===== config.mk =====
export PLATFORM = sky130hd
export DESIGN_NAME = ttx_req_window
export DESIGN_NICKNAME = d
export VERILOG_FILES = /design/src/rtl/ttx_req_pkg.sv /design/src/rtl/ttx_ctrl_latch.sv /design/src/rtl/ttx_edge_calc.sv /design/src/rtl/ttx_req_counter.sv /design/src/rtl/ttx_req_window.sv
export SDC_FILE = /design/constraint.sdc
export NUM_CORES = 1
export LEC_CHECK = 0
export ABC_CLOCK_PERIOD_IN_PS = 4400
export CELL_PAD_IN_SITES_DETAIL_PLACEMENT = 1
export CELL_PAD_IN_SITES_GLOBAL_PLACEMENT = 1
export CORE_AREA = 5 5 69 71
export CTS_CLUSTER_DIAMETER = 30
export DETAILED_ROUTE_END_ITERATION = 6
export DIE_AREA = 0 0 74 76
export PLACE_DENSITY = 0.91
export SLEW_MARGIN = 15
export SYNTH_ARGS = -nofsm -noshare
export SYNTH_HDL_FRONTEND = slang
export SYNTH_SLANG_ARGS = --single-unit

===== constraint.sdc =====
create_clock -name clk_i -period 4.4 [get_ports clk_i]
set_input_delay 0.88 -clock clk_i [delete_from_list [all_inputs] [get_ports clk_i]]
set_output_delay 0.88 -clock clk_i [all_outputs]
set_load 0.05 [all_outputs]

===== src/rtl/ttx_req_pkg.sv =====
package ttx_req_pkg;
    localparam int NIB_W = 4;

    typedef enum logic [1:0] {
        ST_OFF    = 2'd0,
        ST_LEAD   = 2'd1,
        ST_ACTIVE = 2'd2,
        ST_DONE   = 2'd3
    } ttx_state_e;
endpackage


===== src/rtl/ttx_ctrl_latch.sv =====
module ttx_ctrl_latch
    import ttx_req_pkg::*;
(
    input  logic             clk_i,
    input  logic             rst_ni,
    input  logic             load_i,
    input  logic [7:0]       ctrl_i,
    output logic [NIB_W-1:0] rise_o,
    output logic [NIB_W-1:0] fall_o
);
    always_ff @(posedge clk_i) begin
        if (!rst_ni) begin
            rise_o <= '0;
            fall_o <= '0;
        end else if (load_i) begin
            rise_o <= ctrl_i[7:4];
            fall_o <= ctrl_i[3:0];
        end
    end

    // the captured nibbles move only on a line pulse
    a_r7_hold_between_lines: assert property (@(posedge clk_i) disable iff (!rst_ni)
        !load_i |=> ($stable(rise_o) && $stable(fall_o)));
endmodule


===== src/rtl/ttx_edge_calc.sv =====
module ttx_edge_calc
    import ttx_req_pkg::*;
#(
    parameter int NOM_START = 12,
    parameter int NOM_LEN   = 360,
    parameter int POS_W     = 9
) (
    input  logic [NIB_W-1:0] rise_i,
    input  logic [NIB_W-1:0] fall_i,
    output logic [POS_W-1:0] start_o,
    output logic [POS_W-1:0] end_o,
    output logic             empty_o
);
    localparam logic [POS_W-1:0] BASE  = POS_W'(NOM_START);
    localparam logic [POS_W-1:0] NOMEND = POS_W'(NOM_START + NOM_LEN);

    always_comb begin
        start_o = BASE + POS_W'(rise_i);
        if (fall_i == '0) begin
            end_o = NOMEND + POS_W'(rise_i);
        end else begin
            end_o = NOMEND - POS_W'(fall_i);
        end
        empty_o = (end_o <= start_o);
    end
endmodule


===== src/rtl/ttx_req_counter.sv =====
module ttx_req_counter #(
    parameter int CNT_W = 9
) (
    input  logic             clk_i,
    input  logic             rst_ni,
    input  logic             clr_i,
    input  logic             inc_i,
    output logic [CNT_W-1:0] cnt_o
);
    always_ff @(posedge clk_i) begin
        if (!rst_ni) begin
            cnt_o <= '0;
        end else if (clr_i) begin
            cnt_o <= '0;
        end else if (inc_i) begin
            cnt_o <= cnt_o + 1'b1;
        end
    end

    // a line pulse empties the tally
    a_r8_clear_on_line: assert property (@(posedge clk_i) disable iff (!rst_ni)
        clr_i |=> (cnt_o == '0));
    // idle cycles leave the tally alone
    a_r8_hold_when_idle: assert property (@(posedge clk_i) disable iff (!rst_ni)
        (!clr_i && !inc_i) |=> $stable(cnt_o));
endmodule


===== src/rtl/ttx_req_window.sv =====
module ttx_req_window
    import ttx_req_pkg::*;
#(
    parameter int NOM_START = 12,
    parameter int NOM_LEN   = 360,
    parameter int CNT_W     = $clog2(NOM_LEN + 1)
) (
    input  logic             clk_i,
    input  logic             rst_ni,
    input  logic             line_start_i,
    input  logic             en_i,
    input  logic [7:0]       ctrl_i,
    output logic             req_o,
    output logic [CNT_W-1:0] req_cnt_o
);
    localparam int POS_W = $clog2(NOM_START + NOM_LEN + 17);

    ttx_state_e        state_q, state_d;
    logic [POS_W-1:0]  pos_q, pos_inc;
    logic [POS_W-1:0]  start_pos, end_pos;
    logic              empty_win;
    logic [NIB_W-1:0]  rise_q, fall_q;
    logic              line_go;

    assign line_go = line_start_i && en_i;
    assign pos_inc = pos_q + 1'b1;

    ttx_ctrl_latch u_latch (
        .clk_i  (clk_i),
        .rst_ni (rst_ni),
        .load_i (line_go),
        .ctrl_i (ctrl_i),
        .rise_o (rise_q),
        .fall_o (fall_q)
    );

    ttx_edge_calc #(
        .NOM_START (NOM_START),
        .NOM_LEN   (NOM_LEN),
        .POS_W     (POS_W)
    ) u_edges (
        .rise_i  (rise_q),
        .fall_i  (fall_q),
        .start_o (start_pos),
        .end_o   (end_pos),
        .empty_o (empty_win)
    );

    // next-state logic
    always_comb begin
        state_d = state_q;
        if (!en_i) begin
            state_d = ST_OFF;                       // kill
        end else if (line_start_i) begin
            state_d = ST_LEAD;                      // go_line
        end else begin
            unique case (state_q)
                ST_OFF:    state_d = ST_OFF;
                ST_LEAD:   if (pos_inc == start_pos)
                               state_d = empty_win ? ST_DONE : ST_ACTIVE;  // skip / open
                ST_ACTIVE: if (pos_inc == end_pos) state_d = ST_DONE;      // close
                ST_DONE:   state_d = ST_DONE;
                default:   state_d = ST_OFF;
            endcase
        end
    end

    // state and position registers
    always_ff @(posedge clk_i) begin
        if (!rst_ni) begin
            state_q <= ST_OFF;
            pos_q   <= '0;
        end else begin
            state_q <= state_d;
            if (line_go) begin
                pos_q <= '0;
            end else if (state_q == ST_LEAD || state_q == ST_ACTIVE) begin
                pos_q <= pos_inc;
            end
        end
    end

    // outputs
    always_comb begin
        req_o = (state_q == ST_ACTIVE) && en_i;
    end

    ttx_req_counter #(.CNT_W(CNT_W)) u_cnt (
        .clk_i  (clk_i),
        .rst_ni (rst_ni),
        .clr_i  (line_go),
        .inc_i  (req_o),
        .cnt_o  (req_cnt_o)
    );

    // enable low silences the strobe in the same cycle
    a_r6_quiet_when_disabled: assert property (@(posedge clk_i) disable iff (!rst_ni)
        !en_i |-> !req_o);
    // never high before the rising edge position
    a_r2_not_before_start: assert property (@(posedge clk_i) disable iff (!rst_ni)
        req_o |-> (pos_q >= start_pos));
    // never high at or past the falling edge position
    a_r3_stop_by_end: assert property (@(posedge clk_i) disable iff (!rst_ni)
        req_o |-> (pos_q < end_pos));
    // an empty window never reaches the active state
    a_r5_empty_stays_low: assert property (@(posedge clk_i) disable iff (!rst_ni)
        (state_q == ST_ACTIVE) |-> !empty_win);
    // a line pulse always restarts in the lead state
    a_r9_restart_lead: assert property (@(posedge clk_i) disable iff (!rst_ni)
        line_go |=> (state_q == ST_LEAD && pos_q == '0));
endmodule


==> out/metrics.cfg <==
[layout]
drive_gt1_share_pct = 6.45
synthToLayoutAreaGrowth_pct = 17.1
nNetsFinal = 239
diodes = 0

[sta]
relSlewSlack_pct = 59.3
fin_crit_sh_pct = 83.5
layout_min_cycle_time_ps = 3670
final-setup-viol-count = 0
rsz0062_at_grt = false
skew_ps = 5.75
slew_violations = 0
fmax_ghz = 0.272
tns_ps = 0
hold_ws_ps = 511
final-hold-violation-count = 0
worst_pin_slew_ps = 608

[yosys]
synth-async-reset-ratio_pct = 0
avgSynthCellArea_um2 = 8.51
synth_area_leaders = dfxtp_1 (32%), xor2_1 (9.6%), ha_1 (6.5%), xnor2_1 (5.6%), nand2_1 (5.4%)
synth_ff_type = dfxtp_1
synth_commonest_cells = dfxtp_1 (28), nand2_1 (25), nor2_1 (22), xor2_1 (19), nand3_1 (12)
syn_nets = 224
netlist_area_mm2 = 0.00173
synth_cells = 203
yosysSeqAreaShare_pct = 32.5
synth-edff-count = 0
synth.most_common_cell = dfxtp_1
synth_top_cell_by_area = dfxtp_1
synthDistinctLibCells = 46
yosys_warnings = 0
synth_top_area_share_pct = 32.5
synth_seq_cells = 28

[critical_path]
crit_slowest_cell = clkdlybuf4s50_1
cp_top_family = buffers and inverters
cp-start-kind = primary input
cp.required_ps = 3520
path_class = primary input to output port
end_kind = output port
path_cells = clkdlybuf4s50_1 -> and2_1 -> clkdlybuf4s50_1
path_max_fanout = 11
r2r_slack_ps = 1820
cp.arrival_ps = 2790
slowest_delay_ps = 850
path_buf_inv = 2
crit_top_cell = clkdlybuf4s50_1

[job]
cap_violations = 0

[route]
wl_um = 3920
dr.max_layer_used = met4
vias = 1448
wl_met1_um = 1870
drt_first_pass_iters = 4
ant_nets = 0
vias_per_cell = 5.38
avgRoutedWirePerCell_um = 14.6
dr.first_iter.drc_count = 59
drcViolationCount = 0
wl_met3_um = 48
dr_wl_met2_um = 1970

[global_routing]
grt-ovfl-total = 0
grt_use_total_pct = 15.2
antenna_found_initial = 0
grt_first_pass_wirelength_um = 6930
grt_start_max_net_pins = 19
grt_pass1_vias = 1519

[power]
leakage_nw = 0.724
ir_drop_uv = 169
powerDensity_mw_per_mm2 = 261
power.total_mw = 0.528

[clocking]
htree_num_levels = 1
cts_tree = yes
clockRootBuffer = clkbuf_8
cts-buffers-inserted = 3
post_cts_buffers = 0
cts_resized = 0
clkSinkCount = 28
clock_path_buffers = 2
clkTransAtPathRegs_ps = 100
clkLatencyLatePin_ps = 280
postCtsHoldBufs = 0

[floorplanning]
die_area_mm2 = 0.00562
start_util_pct = 41.4
ioPinCount = 22
core_area_mm2 = 0.00417
num_rows = 24
die_w_um = 74
die_h_um = 76

[placement]
dp_hpwl_um = 3000
numPortBuffers = 21
gp_congestion = 0.730

[min_path]
hold_path_class = flop to flop

[outcome]
status = completed

## stage by stage
step           instance area [µm²]  worst slack (ps)  cells  utilization, %
3_3_place_gp                  1950               740    265            46.7
2_1_floorplan                 1730              1970    203               -
4_1_cts                       2020               716    269            48.4
6_report                      2020               726    269            48.4
5_1_grt                       2020               646    269            48.4
3_5_place_dp                  1950               721    265            46.7
## area by class of cell
| cell class | count | area [µm²] |
|---|---|---|
| flip-flops and latches | 28 | 561 |
| clock inverters | 1 | 30.0 |
| repair buffers | 21 | 210 |
| fillers | 500 | 2150 |
| inverters | 6 | 22.5 |
| clock buffers | 3 | 41.3 |
| well taps | 52 | 65.1 |
| multi-input cells | 158 | 1090 |
## kinds of logic after synthesis
kind of cell             Yosys count  share of synthesized area [%]
buffers and inverters             17                           4.28
multiplexers                       5                           3.19
XOR/XNOR                          30                           15.2
AND/OR/NAND/NOR                   90                           27.3
flip-flops                        28                           32.5
AO/OA/AOI/OAI                     24                           11.0
adder cells (fa/ha/maj)            9                           6.52
## power by group
part / total [mW] / internal (mW) / leakage [nW] / switching [mW]
clock: 0.203 / 0.122 / 0.0357 / 0.0816
combinational: 0.0597 / 0.0300 / 0.462 / 0.0297
sequential: 0.265 / 0.258 / 0.227 / 0.00698
## final timing paths
path                                     endpoint  depth (start not counted)               from
worst max register to register         state_q[1]                          9  u_latch.fall_o[0]
worst min register to register  u_latch.rise_o[3]                          2  u_latch.rise_o[3]
worst max-delay path                        req_o                          3               en_i
worst min-delay path            u_latch.rise_o[3]                          2  u_latch.rise_o[3]
## routing by layer
layer	vias to the layer above	track usage, %
li1	717	-
met1	715	19.6
met2	11	25.8
met3	5	1.58
met4	0	5.25
met5	-	0
## flip-flops by register name (all words and copies together), names as in the netlist
register        cells
state_q             2
pos_q               9
u_cnt.cnt_o         9
u_latch.rise_o      4
u_latch.fall_o      4
## worst register-to-register path, cell delays in order, from the launching register on
cell      delay, ps
dfxtp_1         370
inv_1            70
ha_1            230
nor3b_2         310
mux2i_1         270
xor2_1          180
nand4_1         140
o41ai_1         360
o311ai_1        210
mux2_4          340
## cells in the final DEF (no fill, tap or decap), drive strengths merged
cell	instances
or3	2
a211oi	1
o311ai	1
a21o	1
nor4	1
a21boi	9
xnor2	11
mux2	1
and3	3
o21ai	2
xor2	19
nor4b	1
or3b	1
a31oi	1
a22oi	1
nor3b	2
inv	6
clkbuf	3
nor2	24
o31ai	1
bufinv	1
o21bai	1
nor3	4
and3b	1
and4bb	1
or4b	1
mux2i	4
clkdlybuf4s50	21
o41ai	2
nand4	7
a221oi	1
nand2	25
nand3	13
dfxtp	28
and2b	2
a21oi	3
and2	1
ha	9
nand2b	1
No activity file was read; power rests on OpenSTA's default activity.
